[config.mk]
export PLATFORM = sky130hd
export DESIGN_NAME = fh_slotmap_filter
export DESIGN_NICKNAME = d
export VERILOG_FILES = /design/src/rtl/fhsm_pkg.sv /design/src/rtl/fhsm_stream_pos.sv /design/src/rtl/fhsm_ent_match.sv /design/src/rtl/fhsm_fifo.sv /design/src/rtl/fh_slotmap_filter.sv
export SDC_FILE = /design/constraint.sdc
export NUM_CORES = 1
export LEC_CHECK = 0
export BUFFER_PORTS_ARGS = -buffer_cell sky130_fd_sc_hd__buf_2
export CORE_AREA = 5 5 131 227
export CTS_CLUSTER_DIAMETER = 40
export DETAILED_ROUTE_END_ITERATION = 10
export DIE_AREA = 0 0 136 232
export MAX_ROUTING_LAYER = met4
export PLACE_DENSITY = 0.72
export SYNTH_ARGS = -nofsm -noshare
export SYNTH_HDL_FRONTEND = slang
export SYNTH_SLANG_ARGS = --single-unit
[constraint.sdc]
create_clock -name clk -period 10 [get_ports clk]
set_input_delay 2 -clock clk [delete_from_list [all_inputs] [get_ports clk]]
set_output_delay 2 -clock clk [all_outputs]
set_load 0.01 [all_outputs]
[src/rtl/fhsm_pkg.sv]
package fhsm_pkg;
  localparam int STA_W = 12;
  localparam int ENT_W = 32;

  typedef enum logic [2:0] {
    ET_VOID    = 3'd0,
    ET_UL_RES  = 3'd1,
    ET_UL_CONT = 3'd2,
    ET_DL_UNI  = 3'd3,
    ET_DL_BMC  = 3'd4,
    ET_RSV5    = 3'd5,
    ET_RSV6    = 3'd6,
    ET_END     = 3'd7
  } ent_type_e;

  typedef struct packed {
    ent_type_e        etype;
    logic             spare;
    logic [STA_W-1:0] sta;
    logic [7:0]       vc;
    logic [7:0]       slot;
  } slot_ent_t;
endpackage

[src/rtl/fhsm_stream_pos.sv]
// Tracks the byte position inside a packet and flags the bytes that belong
// to the slot map of a packet marked as a frame header.
module fhsm_stream_pos #(
  parameter int HDR_BYTES  = 27,
  parameter int CELL_BYTES = 54,
  parameter int CRC_BYTES  = 4,
  parameter int MAP_OFS    = 4
) (
  input  logic clk,
  input  logic rst,
  input  logic fh_mark,
  input  logic rx_valid,
  input  logic rx_last,
  output logic sop,
  output logic map_vld
);
  localparam int HW         = $clog2(HDR_BYTES + 1);
  localparam int CW         = $clog2(CELL_BYTES + 1);
  localparam int OW         = $clog2(MAP_OFS + 2);
  localparam int DATA_BYTES = CELL_BYTES - CRC_BYTES;

  logic          in_pkt, in_cells, armed, pkt_fh;
  logic [HW-1:0] hdr_cnt;
  logic [CW-1:0] cell_cnt;
  logic [OW-1:0] ofs_cnt;
  logic          is_data, ofs_done;

  assign sop      = rx_valid && !in_pkt;
  assign is_data  = in_cells && (cell_cnt < CW'(DATA_BYTES));
  assign ofs_done = (ofs_cnt == OW'(MAP_OFS));
  assign map_vld  = rx_valid && pkt_fh && is_data && ofs_done;

  always_ff @(posedge clk) begin
    if (rst) begin
      in_pkt   <= 1'b0;
      in_cells <= 1'b0;
      armed    <= 1'b0;
      pkt_fh   <= 1'b0;
      hdr_cnt  <= '0;
      cell_cnt <= '0;
      ofs_cnt  <= '0;
    end else begin
      if (fh_mark) armed <= 1'b1;
      if (sop) begin
        armed  <= 1'b0;
        pkt_fh <= armed | fh_mark;
        in_pkt <= 1'b1;
      end
      if (rx_valid) begin
        if (!in_cells) begin
          if (hdr_cnt == HW'(HDR_BYTES - 1)) begin
            in_cells <= 1'b1;
            hdr_cnt  <= '0;
          end else begin
            hdr_cnt <= hdr_cnt + 1'b1;
          end
        end else begin
          cell_cnt <= (cell_cnt == CW'(CELL_BYTES - 1)) ? '0 : cell_cnt + 1'b1;
          if (is_data && !ofs_done) ofs_cnt <= ofs_cnt + 1'b1;
        end
        if (rx_last) begin
          in_pkt   <= 1'b0;
          pkt_fh   <= 1'b0;
          in_cells <= 1'b0;
          hdr_cnt  <= '0;
          cell_cnt <= '0;
          ofs_cnt  <= '0;
        end
      end
    end
  end
endmodule

[src/rtl/fhsm_ent_match.sv]
// Assembles 4-byte map entries and decides which ones concern this station.
module fhsm_ent_match
  import fhsm_pkg::*;
#(
  parameter int MAX_ENTRIES = 16
) (
  input  logic             clk,
  input  logic             rst,
  input  logic             sop,
  input  logic             byte_vld,
  input  logic [7:0]       byte_in,
  input  logic             sta_ok,
  input  logic [STA_W-1:0] my_sta,
  output logic             push,
  output slot_ent_t        push_ent
);
  localparam int EW = $clog2(MAX_ENTRIES + 1);

  logic [1:0]    bcnt;
  logic [23:0]   hold;
  logic [EW-1:0] ecnt;
  logic          stopped;
  slot_ent_t     ent;
  logic          own, fwd, last_b;

  assign ent    = slot_ent_t'({hold, byte_in});
  assign own    = (ent.sta == my_sta);
  assign last_b = byte_vld && !stopped && (bcnt == 2'd3);

  always_comb begin
    unique case (ent.etype)
      ET_UL_RES, ET_DL_UNI: fwd = own;
      ET_UL_CONT:           fwd = own || (ent.sta == '0);
      ET_DL_BMC:            fwd = 1'b1;
      default:              fwd = 1'b0;
    endcase
  end

  always_ff @(posedge clk) begin
    if (rst || sop) begin
      bcnt    <= '0;
      hold    <= '0;
      ecnt    <= '0;
      stopped <= 1'b0;
      push    <= 1'b0;
    end else begin
      push <= last_b && fwd && sta_ok;
      if (byte_vld && !stopped) begin
        bcnt <= bcnt + 1'b1;
        hold <= {hold[15:0], byte_in};
        if (bcnt == 2'd3) begin
          ecnt <= ecnt + 1'b1;
          if (ent.etype == ET_END || ecnt == EW'(MAX_ENTRIES - 1)) stopped <= 1'b1;
        end
      end
    end
  end

  always_ff @(posedge clk) begin
    if (last_b) push_ent <= ent;
  end
endmodule

[src/rtl/fhsm_fifo.sv]
// Synchronous FIFO with a registered read port; DEPTH must be a power of two.
module fhsm_fifo #(
  parameter int W     = 32,
  parameter int DEPTH = 8
) (
  input  logic         clk,
  input  logic         rst,
  input  logic         wr,
  input  logic [W-1:0] wdata,
  input  logic         rd,
  output logic [W-1:0] rdata,
  output logic         rvld,
  output logic         empty,
  output logic         full,
  output logic         wr_drop
);
  localparam int AW = $clog2(DEPTH);

  logic [W-1:0] mem [DEPTH];
  logic [AW:0]  wptr, rptr;
  logic         rd_fire, wr_fire;

  assign empty   = (wptr == rptr);
  assign full    = (wptr[AW] != rptr[AW]) && (wptr[AW-1:0] == rptr[AW-1:0]);
  assign rd_fire = rd && !empty;
  assign wr_fire = wr && (!full || rd_fire);
  assign wr_drop = wr && !wr_fire;

  always_ff @(posedge clk) begin
    if (wr_fire) mem[wptr[AW-1:0]] <= wdata;
    if (rd_fire) rdata <= mem[rptr[AW-1:0]];
  end

  always_ff @(posedge clk) begin
    if (rst) begin
      wptr <= '0;
      rptr <= '0;
      rvld <= 1'b0;
    end else begin
      rvld <= rd_fire;
      if (wr_fire) wptr <= wptr + 1'b1;
      if (rd_fire) rptr <= rptr + 1'b1;
    end
  end
endmodule

[src/rtl/fh_slotmap_filter.sv]
module fh_slotmap_filter
  import fhsm_pkg::*;
#(
  parameter int HDR_BYTES   = 27,
  parameter int CELL_BYTES  = 54,
  parameter int CRC_BYTES   = 4,
  parameter int MAP_OFS     = 4,
  parameter int MAX_ENTRIES = 16,
  parameter int DEPTH       = 8
) (
  input  logic             clk,
  input  logic             rst,
  input  logic             sta_load,
  input  logic [STA_W-1:0] sta_id_in,
  input  logic             fh_mark,
  input  logic [7:0]       rx_byte,
  input  logic             rx_valid,
  input  logic             rx_last,
  input  logic             pf_rd,
  output logic [ENT_W-1:0] pf_data,
  output logic             pf_data_vld,
  output logic             pf_empty,
  output logic             pf_full,
  output logic             pf_ovf
);
  logic             sop, map_vld, push, wr_drop;
  slot_ent_t        push_ent;
  logic [STA_W-1:0] sta_q;
  logic             sta_vld;

  always_ff @(posedge clk) begin
    if (rst) begin
      sta_q   <= '0;
      sta_vld <= 1'b0;
      pf_ovf  <= 1'b0;
    end else begin
      if (sta_load) begin
        sta_q   <= sta_id_in;
        sta_vld <= 1'b1;
      end
      if (wr_drop) pf_ovf <= 1'b1;
    end
  end

  fhsm_stream_pos #(
    .HDR_BYTES(HDR_BYTES), .CELL_BYTES(CELL_BYTES),
    .CRC_BYTES(CRC_BYTES), .MAP_OFS(MAP_OFS)
  ) i_pos (
    .clk(clk), .rst(rst), .fh_mark(fh_mark), .rx_valid(rx_valid),
    .rx_last(rx_last), .sop(sop), .map_vld(map_vld)
  );

  fhsm_ent_match #(.MAX_ENTRIES(MAX_ENTRIES)) i_match (
    .clk(clk), .rst(rst), .sop(sop), .byte_vld(map_vld), .byte_in(rx_byte),
    .sta_ok(sta_vld), .my_sta(sta_q), .push(push), .push_ent(push_ent)
  );

  fhsm_fifo #(.W(ENT_W), .DEPTH(DEPTH)) i_fifo (
    .clk(clk), .rst(rst), .wr(push), .wdata(push_ent), .rd(pf_rd),
    .rdata(pf_data), .rvld(pf_data_vld), .empty(pf_empty), .full(pf_full),
    .wr_drop(wr_drop)
  );
endmodule

==> run_results.csv <==
group,metric,value,unit
status,run_status,"finished clean",
power,power_density,185.7,mW/mm2
sta,finalClockSkew,0.02386,ns
global_route,grt_remaining_overflow,0,
clock_tree,clk_pin_slew_worst_paths,0.06,ns
global_route,antenna_found_initial,0,
power,leakage,6.086,nW
floorplan,die_area,0.03155,mm2
worst_setup_path,timing.rr.start,"i_fifo.rptr[0]",
sta,slew_headroom,33.71,%
worst_setup_path,cp-end-kind,"primary output",
synth,ys_warn_count,0,
worst_setup_path,critPathLaunchType,"flop",
detailed_routing,num_vias,7327,
sta,layout_min_cycle_time,4.014,ns
global_route,grtUsageTotal,19.10,%
finish,drive_gt1_share,27.20,%
synth,synthDistinctLibCells,52,
synth,syn-num-nets,852,
finish,area_delta_synth_final,12.49,%
clock_tree,cts_max_level,2,
clock_tree,numCtsBuffers,37,
floorplan,die_h,232,um
clock_tree,cts_max_path_buffers,3,
clock_tree,cts_tree,"done",
finish,final_nets,928,
global_route,grt_pass1_vias,7836,
detailed_routing,antenna_left,0,
floorplan,rows,81,
detailed_routing,firstDrtPassIters,5,
sta,hold_slack,0.4615,ns
place,port_buffers,62,
worst_setup_path,crit_type,"reg -> out",
sta,post-route-period-util,40.14,%
floorplan,core_area,0.02767,mm2
synth,synthArstFlopShare,0,%
worst_setup_path,crit_start,"i_fifo.rptr[0]",
floorplan,initial_core_util,54.34,%
synth,ys_seq_elements,394,
worst_setup_path,endpoint,"pf_full",
synth,synth_cells,814,
clock_tree,clkLatencyLatePin,0.54,ns
finish,diodes,0,
finish,final_cell_area,0.01691,mm2
detailed_routing,route.detailed.drc,0,
sta,hold_viol,0,
min_path,min_path_type,"reg -> reg",
global_route,grt_first_pass_wirelength,44260,um
clock_tree,numClockSinks,394,
detailed_routing,wl_per_cell,21.76,um
detailed_routing,totalWireLength,28110,um
sta,tns,0,ns
worst_setup_path,arrival,2.01,ns
detailed_routing,drt_iter0_markers,596,
synth,syn_avg_cell_area,18.47,um2
floorplan,die_w,136,um
job,cap_violations,0,
synth,ys_seq_area_share,73.77,%
finish,final_cells,1292,
place,routabilityCongestion,0.7854,
synth,synthFlopType,"edfxtp_1",
place,dpl.cell_count,1224,
synth,syn-cell-area,0.01503,mm2
clock_tree,cts_setup_buffers,0,
worst_setup_path,worst_r2r_path_depth,3,
synth,synth-edff-count,320,
sta,rsz0062_at_grt,"false",
clock_tree,clock_tree.root_cell,"clkbuf_16",
sta,setup_viol,0,
worst_setup_path,r2r-end,"i_fifo.rdata[30]",
worst_setup_path,crit_required,8.00,ns
sta,fmax,249.1,MHz
place,place_hpwl,15620,um
floorplan,ioPinCount,63,
clock_tree,ctsResizeCount,0,
power,ir_drop,0.1655,mV
sta,report.final.slew_viol_count,0,
sta,worst_pin_slew,0.9943,ns
place,placed_cell_area,0.01573,mm2
worst_setup_path,worst-r2r-setup-slack,7.30,ns
clock_tree,holdBufCountCts,0,
detailed_routing,vias_per_cell,5.671,
worst_setup_path,cp_max_fo,27,
global_route,grt_max_degree,68,
[cell usage in the layout (no fill, tap or decap), types with 3 or more instances in the layout]
| cell | count |
|---|---|
| edfxtp_1 | 320 |
| dfxtp_1 | 71 |
| nor2_1 | 65 |
| mux4_2 | 64 |
| buf_2 | 62 |
| mux2i_1 | 41 |
| clkbuf_16 | 39 |
| mux2_2 | 34 |
| xor2_1 | 20 |
| a21oi_1 | 17 |
| nand3_1 | 15 |
| buf_4 | 14 |
| inv_1 | 13 |
| o21ai_0 | 11 |
| nand2_1 | 11 |
| ha_1 | 11 |
| nor4_1 | 8 |
| nand2b_1 | 7 |
| clkinvlp_4 | 6 |
| clkinv_1 | 6 |
| xnor2_1 | 5 |
| nand4_1 | 4 |
| nor3_2 | 4 |
| or3_1 | 4 |
| clkinv_2 | 4 |
| inv_6 | 4 |
| clkbuf_1 | 4 |
| and4b_1 | 3 |
| nor2b_1 | 3 |
| a31oi_1 | 3 |
| a211oi_1 | 3 |
| and2_1 | 3 |
[metrics by stage]
stage / power, W / utilization, % / worst slack, ns
after detailed placement: 0.001821 / 56.85 / 6.440
after floorplan: 0.001810 / - / 4.267
after CTS: 0.003173 / 61.13 / 5.941
final: 0.003141 / 61.13 / 5.986
after global routing: 0.003244 / 61.13 / 5.824
after global placement: 0.001821 / 56.85 / 6.485
[area by class of cell]
cell class / count / area (um2)
clock buffer: 43 / 991.0
clock inverter: 25 / 192.7
fill: 2000 / 10760
inverter: 13 / 48.80
multi-input combinational: 368 / 3701
sequential: 394 / 11100
tap: 373 / 466.7
timing repair buffer: 76 / 415.4
[sequential cells by signal, indices dropped and copies added (netlist names), 2 cells and up, named ones only]
signal,count
i_match.push_ent,32
i_fifo.wptr,4
i_pos.hdr_cnt,5
i_match.bcnt,2
i_match.hold,24
i_fifo.rdata,32
i_fifo.rptr,4
sta_q,12
i_fifo.mem,256
i_pos.ofs_cnt,3
i_pos.cell_cnt,6
i_match.ecnt,5
[cell usage after synthesis (all sizes together) (4+ instances only)]
master | instances | area share [%]
a211oi | 4 | 0.23
a21oi | 18 | 0.60
buf | 20 | 1.1
clkbuf | 19 | 0.54
dfxtp | 74 | 9.9
edfxtp | 320 | 64
ha | 11 | 0.92
inv | 13 | 0.32
mux2 | 34 | 2.5
mux2i | 41 | 2.7
mux4 | 64 | 9.6
nand2 | 11 | 0.27
nand2b | 7 | 0.29
nand3 | 15 | 0.50
nand4 | 4 | 0.17
nor2 | 67 | 1.7
nor3 | 6 | 0.20
nor4 | 9 | 0.37
o21ai | 13 | 0.43
or3 | 4 | 0.17
xnor2 | 5 | 0.29
xor2 | 20 | 1.2
[cell families after synthesis]
| family | count (synthesis) | synth area share [%] |
|---|---|---|
| AOI/OAI and AO/OA | 48 | 2.172 |
| xor gates and xnor gates | 25 | 1.456 |
| adders and majority gates | 11 | 0.9154 |
| buffers and inverters | 52 | 1.964 |
| DFF | 394 | 73.77 |
| muxes | 139 | 14.86 |
| and+or+nand+nor | 145 | 4.860 |
[worst min-delay path by stage]
stage / slack, ns / startpoint / cells after the start / end
3_5_place_dp: 0.44 / i_match.hold[20] / 0 / i_match.push_ent[28]
5_1_grt: 0.47 / i_match.hold[20] / 0 / i_match.push_ent[28]
4_1_cts: 0.46 / i_match.hold[20] / 0 / i_match.push_ent[28]
2_1_floorplan: 0.41 / i_match.hold[20] / 0 / i_match.push_ent[28]
3_3_place_gp: 0.43 / i_match.hold[20] / 0 / i_match.push_ent[28]
6_report: 0.46 / i_match.hold[20] / 0 / i_match.push_ent[28]
[power breakdown]
| part | internal [W] | switching, W | total (W) |
|---|---|---|---|
| registers | 0.00175 | 0.00000354 | 0.00175 |
| logic | 0.0000117 | 0.0000185 | 0.0000302 |
| clock network | 0.000750 | 0.000606 | 0.00136 |
[worst max-delay path, stage by stage (launching register included)]
cell and delay (ns):
dfxtp_4 0.70, xnor2_1 0.18, nand4_1 0.20, inv_1 0.24, buf_2 0.18
[layer usage]
metal	vias up	global-route usage, %	wire length (um)
met1	3761	21.75	10330
li1	3336	-	-
met3	50	2.971	1253
met5	-	-	0
met4	0	6.242	673
met2	180	34.26	15850
No activity file was read; power rests on OpenSTA's default activity.
